--- config.mk ---
export PLATFORM = sky130hd
export DESIGN_NAME = usb_bulk_out_ep
export DESIGN_NICKNAME = d
export VERILOG_FILES = /design/src/rtl/usb_bulk_out_ep.sv
export SDC_FILE = /design/constraint.sdc
export NUM_CORES = 1
export LEC_CHECK = 0
export ABC_AREA = 1
export BUFFER_PORTS_ARGS = -buffer_cell sky130_fd_sc_hd__buf_2
export CAP_MARGIN = 25
export CORE_MARGIN = 2
export CORE_UTILIZATION = 56
export DETAILED_ROUTE_END_ITERATION = 7
export PLACE_DENSITY_LB_ADDON = 0.3
export SLEW_MARGIN = 20
export SYNTH_ARGS = -nofsm -noshare
export SYNTH_HDL_FRONTEND = slang
export SYNTH_SLANG_ARGS = --single-unit
--- constraint.sdc ---
create_clock -name clk -period 4.7 [get_ports clk]
set_input_delay 0.235 -clock clk [delete_from_list [all_inputs] [get_ports clk]]
set_output_delay 0.235 -clock clk [all_outputs]
set_load 0.02 [all_outputs]
--- src/rtl/usb_bulk_out_ep.sv ---
module usb_bulk_out_ep #(
  parameter int DEPTH = 64
) (
  input  logic                      clk,
  input  logic                      rst_n,
  input  logic                      tok_out,
  input  logic                      rx_valid,
  input  logic [7:0]                rx_data,
  input  logic                      rx_eop,
  input  logic                      rx_crc_ok,
  input  logic                      rx_timeout,
  input  logic                      rd_en,
  output logic [7:0]                rd_data,
  output logic [$clog2(DEPTH):0]    byte_cnt,
  output logic                      fifo_empty,
  output logic [5:0]                status,
  input  logic [5:0]                status_clr,
  input  logic [5:0]                irq_en,
  input  logic [$clog2(DEPTH):0]    af_thresh,
  input  logic                      stall,
  input  logic                      retry_en,
  output logic                      hs_ack,
  output logic                      hs_nak,
  output logic                      hs_stall,
  output logic                      irq_n
);
  localparam int AW = $clog2(DEPTH);
  localparam logic [AW:0] CAP = (AW+1)'(DEPTH);

  logic [7:0]  mem [DEPTH];
  logic [AW:0] wr_ptr, rd_ptr, wr_save, plen;
  logic        in_pkt, ovf;

  assign byte_cnt   = wr_ptr - rd_ptr;
  assign fifo_empty = byte_cnt == '0;
  assign rd_data    = mem[rd_ptr[AW-1:0]];
  assign irq_n      = ~|(status & irq_en);

  wire do_rd    = rd_en && !fifo_empty;
  wire data_cyc = in_pkt && rx_valid && !rx_eop && !rx_timeout;
  wire full     = byte_cnt == CAP;
  wire do_wr    = data_cyc && !stall && !full;
  wire drop     = data_cyc && !stall && full;
  wire fin      = in_pkt && (rx_eop || rx_timeout);
  wire eop_only = fin && !rx_timeout;
  wire good     = eop_only && rx_crc_ok && !ovf && !stall;
  wire failed   = fin && !stall && !good;
  wire rollback = failed && retry_en;
  wire nak_hs   = eop_only && rx_crc_ok && ovf && !stall;
  wire stall_hs = eop_only && stall;

  wire [AW:0] rd_inc  = rd_ptr + {{AW{1'b0}}, do_rd};
  wire [AW:0] rd_over = rd_inc - wr_save;
  wire        back_rd = rd_over != '0 && rd_over <= plen;

  wire [5:0] set_v = {
    af_thresh != '0 && byte_cnt >= af_thresh,
    good || (failed && !retry_en),
    fin && rx_timeout,
    drop,
    good,
    tok_out
  };

  always_ff @(posedge clk)
    if (do_wr) mem[wr_ptr[AW-1:0]] <= rx_data;

  always_ff @(posedge clk) begin
    if (!rst_n) begin
      wr_ptr   <= '0;
      rd_ptr   <= '0;
      wr_save  <= '0;
      plen     <= '0;
      in_pkt   <= 1'b0;
      ovf      <= 1'b0;
      status   <= '0;
      hs_ack   <= 1'b0;
      hs_nak   <= 1'b0;
      hs_stall <= 1'b0;
    end else begin
      hs_ack   <= good;
      hs_nak   <= nak_hs;
      hs_stall <= stall_hs;
      status   <= (status & ~status_clr) | set_v;
      rd_ptr   <= rd_inc;
      if (do_wr) begin
        wr_ptr <= wr_ptr + 1'b1;
        plen   <= plen + 1'b1;
      end
      if (drop) ovf <= 1'b1;
      if (rollback) begin
        wr_ptr <= wr_save;
        if (back_rd) rd_ptr <= wr_save;
      end
      if (fin) in_pkt <= 1'b0;
      if (tok_out) begin
        in_pkt  <= 1'b1;
        wr_save <= wr_ptr;
        plen    <= '0;
        ovf     <= 1'b0;
      end
    end
  end
endmodule


* Yosys cells after proc, flatten, opt, wreduce, memory -nomap -nowiden
Memories as Yosys holds them, arrays and structs flattened. A register that Yosys moved wholly into a read port is not among the register bits. Index checks and enable logic that the tools add are counted.
Storage, ports and cells: register bits 39, RAM bits 512, bits of input ports 37, output and inout port bits 26, word-level logic and storage cells 73, memories kept 1
Memories:
- mem | depth 64, bits a word 8, rd ports 1, clocked after Yosys merged registers in 1, write ports 1, RTL line 30 | logic [7:0] mem [DEPTH];
Operators by class: $add $sub $neg 5, $lt $le $gt $ge 2, eq/ne operators 1, muxes and demuxes 9, bitwise operators 5, reduce and logical (&&, ||, !) cells 40
Operators by type and width (number):
- 7-bit two-way mux | 4
- 1-bit logical AND | 22
- 7-bit by 1-bit adder with 7-bit output, second input constant | 2
- 7-bit nonzero test | 2
- 7-bit subtractor | 2
- 6-bit bitwise AND | 2
- 1-bit zero test | 9
- 7-bit by 1-bit adder with 7-bit output | 1
- 7-bit equality test, second input constant | 1
- 7-bit >= comparator | 1
- 7-bit less-or-equal comparator | 1
- 7-bit zero test | 1
- 6-bit two-way mux | 1
- 6-bit inverter | 1
- 6-bit OR | 1
- 6-bit OR reduction | 1
- 1-bit two-way mux | 4
- 2-bit nonzero test | 2
- 1-bit logical OR | 2
- 2-bit OR reduction | 1
- 1-bit inverter | 1

* Depth between registers and ports, before layout
Gate-level depths: netlist (run 1).
word-level depth 11, gate-level depth with buffers 37, gate-level depth less buffers 34

* Worst setup path before layout (run 1)
Ideal clock, no wire load.
kind reg2reg, from reg rd_ptr[1], to reg rd_ptr[1], setup time 113 ps, arrival time 5526 ps, required time 4587 ps, setup slack -939 ps, cell stages (with the launch flop) 33, buffers on the path 4, period minus slack after synthesis 5639 ps, cells stage by stage dfxtp_1 -> buf_2 -> inv_2 -> buf_4 -> clkbuf_1 -> fa_1 -> or2_1 -> nor2_1 -> nand3_1 -> nor4_1 -> nor2_1 -> ha_1 -> ha_1 -> nand3_1 -> xor2_1 -> inv_1 -> ha_1 -> nand2_1 -> o21ai_0 -> nor2_1 -> inv_1 -> nand2_1 -> nand2_1 -> inv_1 -> ha_1 -> nand2_1 -> nor2_1 -> nand4_1 -> a21oi_2 -> nand2_2 -> buf_6 -> nor2_1 -> nor2_1
Between the ends: word-level cells in the longest chain between the ends 10, elaborated cells on any way between the ends 11, those cells by class add/sub: 3; order compare: 1; mux: 2; reduce/logical: 5
RTL lines:
- start, declared | RTL line 31 | logic [AW:0] wr_ptr, rd_ptr, wr_save, plen;
- start signal, assigned | RTL line 85 | rd_ptr <= rd_inc;
- start signal, assigned | RTL line 93 | if (back_rd) rd_ptr <= wr_save;
- 7-bit subtractor * | RTL line 34 | assign byte_cnt = wr_ptr - rd_ptr;
- named net byte_cnt[1] | RTL line 14 | output logic [$clog2(DEPTH):0] byte_cnt,
- 7-bit zero test * | RTL line 35 | assign fifo_empty = byte_cnt == '0;
- named net fifo_empty | RTL line 15 | output logic fifo_empty,
- 1-bit zero test * | RTL line 39 | wire do_rd = rd_en && !fifo_empty;
- 1-bit logical AND * | RTL line 39
- 7-bit by 1-bit adder with 7-bit output * | RTL line 52 | wire [AW:0] rd_inc = rd_ptr + {{AW{1'b0}}, do_rd};
- 7-bit subtractor | RTL line 53 | wire [AW:0] rd_over = rd_inc - wr_save;
- 7-bit less-or-equal comparator or 7-bit nonzero test (tied branches) | RTL line 54 | wire back_rd = rd_over != '0 && rd_over <= plen;
- 1-bit logical AND | RTL line 54
- 7-bit two-way mux | RTL line 93
- 7-bit two-way mux * | RTL line 91 | if (rollback) begin
Mark *: on every way through the listed nets, which the timed path passes. The rest lies on a longest branch. A chain may end at the register's enable or synchronous reset.

* Worst setup path after layout (run 1)
from reg wr_ptr[0], to reg rd_ptr[0]
Between the ends: word-level cells in the longest chain between the ends 10, elaborated cells on any way between the ends 11, those cells by class add/sub: 3; order compare: 1; mux: 2; reduce/logical: 5
RTL lines:
- start, declared | RTL line 31
- start signal, assigned | RTL line 87 | wr_ptr <= wr_ptr + 1'b1;
- start signal, assigned | RTL line 92 | wr_ptr <= wr_save;
- 7-bit subtractor * | RTL line 34
- 7-bit zero test * | RTL line 35
- 1-bit zero test * | RTL line 39
- 1-bit logical AND * | RTL line 39
- 7-bit by 1-bit adder with 7-bit output * | RTL line 52
- 7-bit subtractor | RTL line 53
- 7-bit less-or-equal comparator or 7-bit nonzero test (tied branches) | RTL line 54
- 1-bit logical AND | RTL line 54
- 7-bit two-way mux | RTL line 93
- 7-bit two-way mux * | RTL line 91
Every way passes the cells marked *; elsewhere a longest branch is shown, timed or not.

==> impl_metrics.yaml, run 1 <==
placed_design:
  post-dp-hpwl_mm: 32.20
  dp_slack_ns: -0.05739
  place_congestion: 0.8772
  io_buffers: 62
worst_setup_path:
  startpoint_type: "flop"
  required_ns: 5.22
  cp.arrival_ns: 5.25
  crit_slowest_cell: "fa_2"
  r2r_setup_slack_ns: -0.03
  cp_common_cell: "nand2_1"
  crit_fanout: 7
  cpPeakStageDelay_ns: 0.44
  setup.worst_path.end_class: "flop"
  crit_type: "flop to flop"
drt:
  dr_wl_met2_mm: 26.92
  drc: 0
  drt-met1-wl_mm: 22.75
  route.met3.wl_mm: 5.416
  num_vias: 15984
  wl_per_cell_um: 22.15
  first_pass_iters: 6
  routed_wl_mm: 57.24
  highest_layer: "met4"
  drt_iter0_markers: 1773
  vias_per_cell: 6.186
  antenna_left: 0
sta:
  whs_ns: 0.03123
  fmax_mhz: 211.4
  finalMaxSlewViolations: 0
  hold_viol: 0
  fin_crit_ns: 4.730
  rsz0062_at_grt: "true"
  worst_slack_ns: -0.02978
  setup_viol: 6
  maxSlewHeadroom_pct: 30.10
  timing.final.crit_share_pct: 100.6
  worst_pin_slew_ns: 1.048
  clock_skew_ns: 0.03476
die:
  fp.dieArea_um2: 43020
  num_rows: 74
  fp.dieW_um: 207.4
  start_util_pct: 56.75
  core_area_um2: 40830
  io_pins: 63
  die_h_um: 207.4
outcome:
  violations: "negative setup slack"
  status: "finished with violations"
clock_tree:
  cts.clk_slew.worst_paths_ns: 0.06
  cts-htree-levels: 2
  cts_tree: "done"
  cts_buffers: 54
  clkSinkCount: 551
  clockBufferDepth: 3
  worstSkewPairLatency_ns: 0.61
  clock-root-buffer: "clkbuf_16"
grt:
  grt_pass1_vias: 15541
  gr-total-overflow: 0
  grt_pass1_wl_mm: 87.39
  antenna_found_initial: 0
  grt_start_max_net_pins: 135
  grtUsageTotal_pct: 26.24
power_and_ir_drop:
  vdd_drop_max_mv: 0.3163
  power.density_nw_per_um2: 462.0
  leakage_nw: 8.828
  power.total_w: 0.01201
logic_synthesis:
  yosys.area_share.simple_pct: 12.01
  synth_cell_types: 39
  synth_edf_count: 512
  synthAdderAreaFrac_pct: 1.793
  yosysSeqAreaShare_pct: 69.72
  synth_mux_area_share_pct: 0.08640
  synthArstFlopShare_pct: 0
  yosys.area.top_type: "edfxtp_1"
  synth_top_family_by_area: "compound AO/OA/AOI/OAI gates"
  synth.area.top_cells: "edfxtp_1 (66%), nor2_1 (5.9%), o21ai_0 (5.7%), o221ai_1 (3.6%), dfxtp_1 (3.4%)"
  ys_ff_latch: 551
  syn_avg_cell_area_um2: 11.91
  synth-main-ff-cell: "edfxtp_1"
  synth-compound-area-share_pct: 12.03
  synth.cell_area_um2: 23170
  synth_top_cell_area_share_pct: 66.35
  ys.warnings.count: 0
  synth_xor_area_share_pct: 0.5238
  synth_nets: 2014
  synthCells: 1945
hold_path:
  hold_path_class: "input pin to flop"
cells_and_area:
  drive_above_1_share_pct: 11.45
  final_nets: 2076
  post-route-util_pct: 63.68
  fill_cells: 3008
  diodes: 0
  area.growth.synth_to_final_pct: 12.22
job:
  drv_cap: 0
## flip-flops by register name, indices dropped and copies added, names as in the netlist
| register | count |
|---|---|
| hs_ack | 1 |
| hs_nak | 1 |
| hs_stall | 1 |
| in_pkt | 1 |
| mem | 512 |
| ovf | 1 |
| plen | 7 |
| rd_ptr | 7 |
| status | 6 |
| wr_ptr | 7 |
| wr_save | 7 |
## critical path, delay by kind of cell, from the launching register on
kind                     cells  cell delay [ns]
XOR/XNOR                     1             0.15
adder cells (fa/ha/maj)      6             1.64
AO/OA/AOI/OAI                1             0.22
buffers and inverters        5             0.39
AND/OR/NAND/NOR             17             1.89
flip-flops                   1             0.33
## layout by cell type, fill, tap and decap left out, drive strengths merged, types with 3 or more instances in the layout
cell type / n
a21oi: 45
buf: 105
clkbuf: 75
clkinv: 34
dfxtp: 39
dlygate4sd3: 13
edfxtp: 512
ha: 30
inv: 79
nand2: 186
nand3: 109
nand4: 7
nor2: 366
nor3: 4
nor4: 3
o211ai: 27
o21ai: 276
o221ai: 95
o22ai: 19
or2: 3
xor2: 12
## cell usage after synthesis (all sizes together), types with 3 or more instances
cell and count:
nor3 4, clkbuf 66, dfxtp 39, o221ai 95, nand4 7, nand2 185, inv 79, nor4 3
o21ai 276, nand3 109, ha 30, nor2 366, o22ai 19, edfxtp 512, a21oi 45, or2 3
clkinv 11, o211ai 27, buf 47, xor2 12
## path summary, 6_finish.rpt
kind / depth (start not counted) / start / endpoint
worst min-delay path: 2 / tok_out / wr_save[4]
worst max register to register: 30 / wr_ptr[0] / rd_ptr[0]
worst min register to register: 2 / plen[5] / plen[5]
worst max-delay path: 30 / wr_ptr[0] / rd_ptr[0]
## kinds of logic (layout without fill, tap and decap cells)
| kind of cell | after synthesis | count (layout) |
|---|---|---|
| and+or+nand+nor | 679 | 680 |
| DFF | 551 | 551 |
| AOI/OAI and AO/OA | 465 | 465 |
| buffers and inverters | 203 | 309 |
| adders and majority gates | 32 | 32 |
| xor gates and xnor gates | 13 | 13 |
| muxes | 2 | 2 |
## layer usage
metal	vias up	GRT usage, %
met5	-	0
met4	0	11.40
met3	154	4.327
met2	807	41.80
met1	7795	36.00
li1	7228	-
## cell type report
class	instances	area (µm²)	area share, %
clock buffers	75	1491	5.736
clock inverters	26	197.7	0.7603
inverters	90	347.8	1.338
multi-input cells	1192	6346	24.41
flip-flops and latches	551	16170	62.17
well taps	532	665.6	2.560
repair buffers	118	788.3	3.031
## power breakdown
group / internal (W) / switching [W] / total [W]
combinational: 0.000775 / 0.00174 / 0.00252
sequential: 0.00537 / 0.0000152 / 0.00539
clock: 0.00233 / 0.00178 / 0.00411
## per-stage QoR
step | instance area [µm²] | TNS [ns] | instances
after floorplan | 23250 | -0.4526 | 1945
after global placement | 23960 | 0 | 2461
after detailed placement | 23960 | -0.3524 | 2461
after CTS | 25800 | 0 | 2576
after global routing | 26000 | -2.086 | 2584
final | 26000 | -0.1134 | 2584
## what timing repair did
item                                    4_1_cts  5_1_grt
pin swaps                                     5       25
gates resized for setup                       4       28
hold buffers                                 13        0
gates cloned                                  1        0
endpoints found under the hold margin        11        0
endpoints found under the setup margin        7        7
buffers inserted                              0        8
(Power assumes the default switching activity.)
==> run 2, diff against run 1 <==
CELL_PAD_IN_SITES_DETAIL_PLACEMENT = 2   (was default)
CELL_PAD_IN_SITES_GLOBAL_PLACEMENT = 2   (was default)
CORE_UTILIZATION = 39   (was 56)
==> run 2 against run 1 <==
The run still ends with negative setup slack left. Sequential power about the same. Setup slack lost 0.062 ns. Clock skew is 0.0088 ns lower. Critical endpoint unchanged. Sequential share of layout area shrank 2.0 points. Non-clock buffer count grew 19. Clock-buffer cell count fell by 3. Core utilization down 18 points. Combinational power grew 11%. Power grew 7.9%. Design area is 3.3% higher.
==> impl_metrics.yaml, run 2 (synthesis results as in run 1) <==
outcome:
  status: "finished with violations"
  violations: "negative setup slack"
power_and_ir_drop:
  leakage_nw: 9.063
  vdd_drop_max_mv: 0.3310
  power.density_nw_per_um2: 482.7
cells_and_area:
  area.growth.synth_to_final_pct: 15.92
  fill_cells: 5800
  layout_commonest_cell: "edfxtp_1"
  post-route-util_pct: 45.60
  seq_area_um2: 16170
  diodes: 0
  largest_reg_flops: 512
  drive_above_1_share_pct: 13.96
  final_nets: 2101
  multi_input_area_um2: 6459
  layout_common_cells: "edfxtp_1 (512), nor2_1 (358), o21ai_0 (264), nand2_1 (163), nand3_1 (103)"
placed_design:
  post-dp-hpwl_mm: 45.57
  io_buffers: 62
  place_congestion: 0.8093
  dp_slack_ns: -0.2432
die:
  fp.dieArea_um2: 61380
  core_area_um2: 58910
  die_h_um: 247.7
  fp.dieW_um: 247.7
  io_pins: 63
  start_util_pct: 39.33
  num_rows: 89
sta:
  timing.final.crit_share_pct: 102.0
  worst_slack_ns: -0.09211
  whs_ns: 0.04584
  clock_skew_ns: 0.02597
  finalMaxSlewViolations: 0
  fmax_mhz: 208.7
  hold_viol: 0
  fin_crit_ns: 4.792
  setup_viol: 7
  maxSlewHeadroom_pct: 28.17
  worst_pin_slew_ns: 1.073
  rsz0062_at_grt: "true"
drt:
  drc: 0
  num_vias: 16493
  drt_iter0_markers: 1161
  first_pass_iters: 6
  antenna_left: 0
  vias_per_cell: 5.773
  routed_wl_mm: 77.73
  wl_per_cell_um: 27.21
worst_setup_path:
  setup.worst_path.end_class: "flop"
  cp_common_cell: "ha_4"
  crit_slowest_cell: "fa_2"
  path_buf_inv: 5
  cp.arrival_ns: 5.35
  crit_fanout: 7
  crit_type: "flop to flop"
  cp_top_family: "adder cells"
  r2r_setup_slack_ns: -0.09
  startpoint_type: "flop"
  cpPeakStageDelay_ns: 0.44
  required_ns: 5.26
grt:
  grt_pass1_wl_mm: 116.5
  antenna_found_initial: 0
  grt_start_max_net_pins: 97
  gr-total-overflow: 0
  grt_pass1_vias: 18258
  grtUsageTotal_pct: 25.56
clock_tree:
  worstSkewPairLatency_ns: 0.65
  clock-root-buffer: "clkbuf_16"
  clockBufferDepth: 3
  clkSinkCount: 551
  cts-htree-levels: 2
  cts_tree: "done"
  cts.clk_slew.worst_paths_ns: 0.06
  cts_buffers: 60
hold_path:
  hold_path_class: "input pin to flop"
job:
  drv_cap: 0
run 2: cell types whose count changed in the layout (fill, tap and decap cells not counted), moves of 5 or more:
cell        before  now
buf_4           41   57
clkbuf_1        16   11
clkbuf_16       55   61
nand2_2          6   18
clkinvlp_4       1    6
nand2_1        176  163
clkinv_2         7   13
run 2: final cells by class:
type                            instances  area share (%)
Multi-Input combinational cell       1192           24.05
Clock inverter                         42           1.500
Inverter                               90           1.295
Tap cell                              773           3.601
Sequential cell                       551           60.19
Timing Repair Buffer                  137           3.536
Clock buffer                           72           5.837
run 2: path summary, 6_finish.rpt:
check / end / start / cells past startpoint
max: rd_ptr[0] / wr_ptr[0] / 26
min: status[5] / af_thresh[6] / 5
max reg2reg: rd_ptr[0] / wr_ptr[0] / 26
min reg2reg: plen[5] / plen[5] / 2
run 2: what timing repair did:
| action | CTS | global route |
|---|---|---|
| resized for setup | 24 | 35 |
| endpoints found under the setup margin | 7 | 7 |
| hold buffers | 14 | 0 |
| pin swaps | 24 | 21 |
| setup buffers | 2 | 5 |
| gates cloned | 1 | 0 |
| hold endpoints to repair | 23 | 0 |
run 2: stage by stage:
step	TNS, ns	power (W)	area, µm²	cells
3_5_place_dp	-1.468	0.008111	24380	2718
6_report	-0.4003	0.01296	26860	2857
5_1_grt	-2.199	0.01348	26860	2857
4_1_cts	0	0.01293	26640	2849
3_3_place_gp	0	0.007951	24360	2717
2_1_floorplan	-0.4526	0.007159	23250	1945
run 2: power by group:
group	leakage [nW]	total [W]	switching (W)	internal, W
clock	0.948	0.00477	0.00206	0.00271
sequential	4.92	0.00539	0.0000162	0.00537
combinational	3.20	0.00280	0.00197	0.000831
total	9.06	0.0130	0.00405	0.00892
run 2: worst min-delay path, cell delays in order:
cell and delay [ns]:
buf_2 0.07, inv_1 0.04, nand4_1 0.08, o21ai_0 0.10, a21oi_1 0.12
run 2: per-layer routing:
metal	vias up	GRT usage (%)	wire length, µm
met2	395	45.97	40450
met1	8678	31.73	31940
met3	135	3.417	2974
li1	7285	-	-
met5	-	0	0
met4	0	8.313	2355
==> run 3, diff against run 2 <==
TNS_END_PERCENT = 1   (was default)
==> run 3 against run 2 <==
The run still ends with negative setup slack left. Clock power decreased by 0.8%. Sequential power about the same. Critical path depth increased by 3. Setup slack got worse by 0.039 ns.
==> impl_metrics.yaml, run 3 (synthesis results as in run 1) <==
power_and_ir_drop:
  power.density_nw_per_um2: 485.1
  clkPwrFrac_pct: 36.2
  swShare_pct: 31.42
  leakage_nw: 9.139
  switching_power_w: 0.004107
  vdd_drop_max_mv: 0.3273
  seqPwrFrac_pct: 41.2
  power.total_w: 0.01307
  p_comb_share_pct: 22.6
  p_int_w: 0.008963
cells_and_area:
  layout_common_cells: "edfxtp_1 (512), nor2_1 (358), o21ai_0 (265), nand2_1 (169), nand3_1 (103)"
  final_nets: 2119
  largest_reg_flops: 512
  drive_above_1_share_pct: 14.25
  layout_commonest_cell: "edfxtp_1"
  diodes: 0
  area.growth.synth_to_final_pct: 16.28
  fin_cells: 2871
  post-route-util_pct: 45.74
drt:
  num_vias: 16719
  dr_wl_met2_mm: 40.30
  route.met3.wl_mm: 3.633
  first_pass_iters: 5
  highest_layer: "met4"
  drc: 0
  drt_iter0_markers: 1187
  wl_per_cell_um: 27.52
  routed_wl_mm: 79.01
  vias_per_cell: 5.823
  antenna_left: 0
  drt-met1-wl_mm: 33.09
worst_setup_path:
  ff2ff_path_depth: 29
  cp.arrival_ns: 5.38
  crit_fanout: 7
  crit_type: "flop to flop"
  crit_slowest_cell: "fa_2"
  cp_common_cell: "ha_4"
  cp_top_family: "simple AND/OR/NAND/NOR gates"
  startpoint_type: "flop"
  r2r_setup_slack_ns: -0.13
  path_buf_inv: 4
  r2r_end: "rd_ptr[4]"
  setup.worst_path.end_class: "flop"
  reg2reg_from: "wr_ptr[0]"
  cpPeakStageDelay_ns: 0.46
  required_ns: 5.25
clock_tree:
  clockBufferDepth: 3
  clkSinkCount: 551
  cts_buffers: 59
  cts-htree-levels: 2
  cts.clk_slew.worst_paths_ns: 0.06
  clock-root-buffer: "clkbuf_16"
  worstSkewPairLatency_ns: 0.62
  cts_tree: "done"
sta:
  worst_slack_ns: -0.1314
  finalMaxSlewViolations: 0
  maxSlewHeadroom_pct: 28.23
  timing.final.crit_share_pct: 102.8
  worst_pin_slew_ns: 1.073
  fin_crit_ns: 4.831
  setup_viol: 7
  hold_viol: 0
  clock_skew_ns: 0.01310
  rsz0062_at_grt: "true"
  finalSetupTns_ns: -0.7773
  fmax_mhz: 207.0
placed_design:
  post-dp-hpwl_mm: 45.89
  io_buffers: 62
  place_inst: 2722
  dp_slack_ns: -0.3384
  place_congestion: 0.7736
die:
  die_h_um: 247.7
  fp.dieArea_um2: 61380
  fp.dieW_um: 247.7
  core_area_um2: 58910
  start_util_pct: 39.33
  num_rows: 89
  io_pins: 63
grt:
  grt_pass1_vias: 18217
  gr-total-overflow: 0
  antenna_found_initial: 1
  grt_start_max_net_pins: 91
  grtUsageTotal_pct: 25.63
  grt_pass1_wl_mm: 117.4
hold_path:
  hold_path_class: "input pin to flop"
  worst_hold_path.endpoint: "rd_ptr[0]"
  hold_depth: 3
  hp-start: "rst_n"
job:
  drv_cap: 0
outcome:
  violations: "negative setup slack"
  status: "finished with violations"
## run 3: cell types whose count changed in the layout (fill, tap and decap cells not counted), sizes merged
cell	change
buf	+21
bufinv	+1
clkbuf	-3
clkinv	-2
clkinvlp	-2
dlygate4sd3	-2
inv	+1
## run 3: how the worst max path moves through the flow
stage               from  depth (start not counted)   endpoint
2_1_floorplan  rd_ptr[1]                         33  rd_ptr[1]
3_3_place_gp   wr_ptr[0]                         31  rd_ptr[5]
3_5_place_dp   wr_ptr[0]                         32  rd_ptr[3]
4_1_cts        wr_ptr[0]                         28  rd_ptr[0]
5_1_grt        rd_ptr[4]                         31  rd_ptr[4]
6_report       wr_ptr[0]                         29  rd_ptr[4]
## run 3: worst min-delay path: cells and delay by family
family        cells  cell delay [ns]
simple gates      2             0.15
buf+inv           1             0.23
## run 3: what timing repair did
item	CTS	global route
endpoints found under the hold margin	9	0
endpoints found under the setup margin	8	10
resized for setup	17	40
pin swaps	15	27
buffers inserted	17	7
gates cloned	1	0
hold buffers	12	0
## run 3: power by group through the flow
stage          Combinational [W]  Sequential, W  Clock, W
3_3_place_gp             0.00252        0.00549         0
3_5_place_dp             0.00267        0.00549         0
2_1_floorplan            0.00166        0.00550         0
4_1_cts                  0.00282        0.00539   0.00478
6_report                 0.00295        0.00539   0.00473
5_1_grt                  0.00322        0.00539   0.00493
## run 3: through the flow
step                      cell area, µm²  hold slack [ns]
after floorplan                    23250           0.3135
after global placement             24390           0.4540
after detailed placement           24400           0.4622
after CTS                          26660          0.01004
after global routing               26940          0.06602
final                              26940          0.05298
## run 3: cell type report
cell class	count	area [µm²]
fill	5855	31970
sequential	551	16170
multi-input combinational	1192	6471
clock buffer	69	1535
timing repair buffer	156	1074
tap	773	967.2
clock inverter	40	381.6
inverter	90	347.8
## run 3: metal layers
layer  global-route usage (%)  vias up
met5                        0        -
met4                    7.186        0
met3                    2.984      117
met2                    45.21      509
met1                    33.32     8773
li1                         -     7320
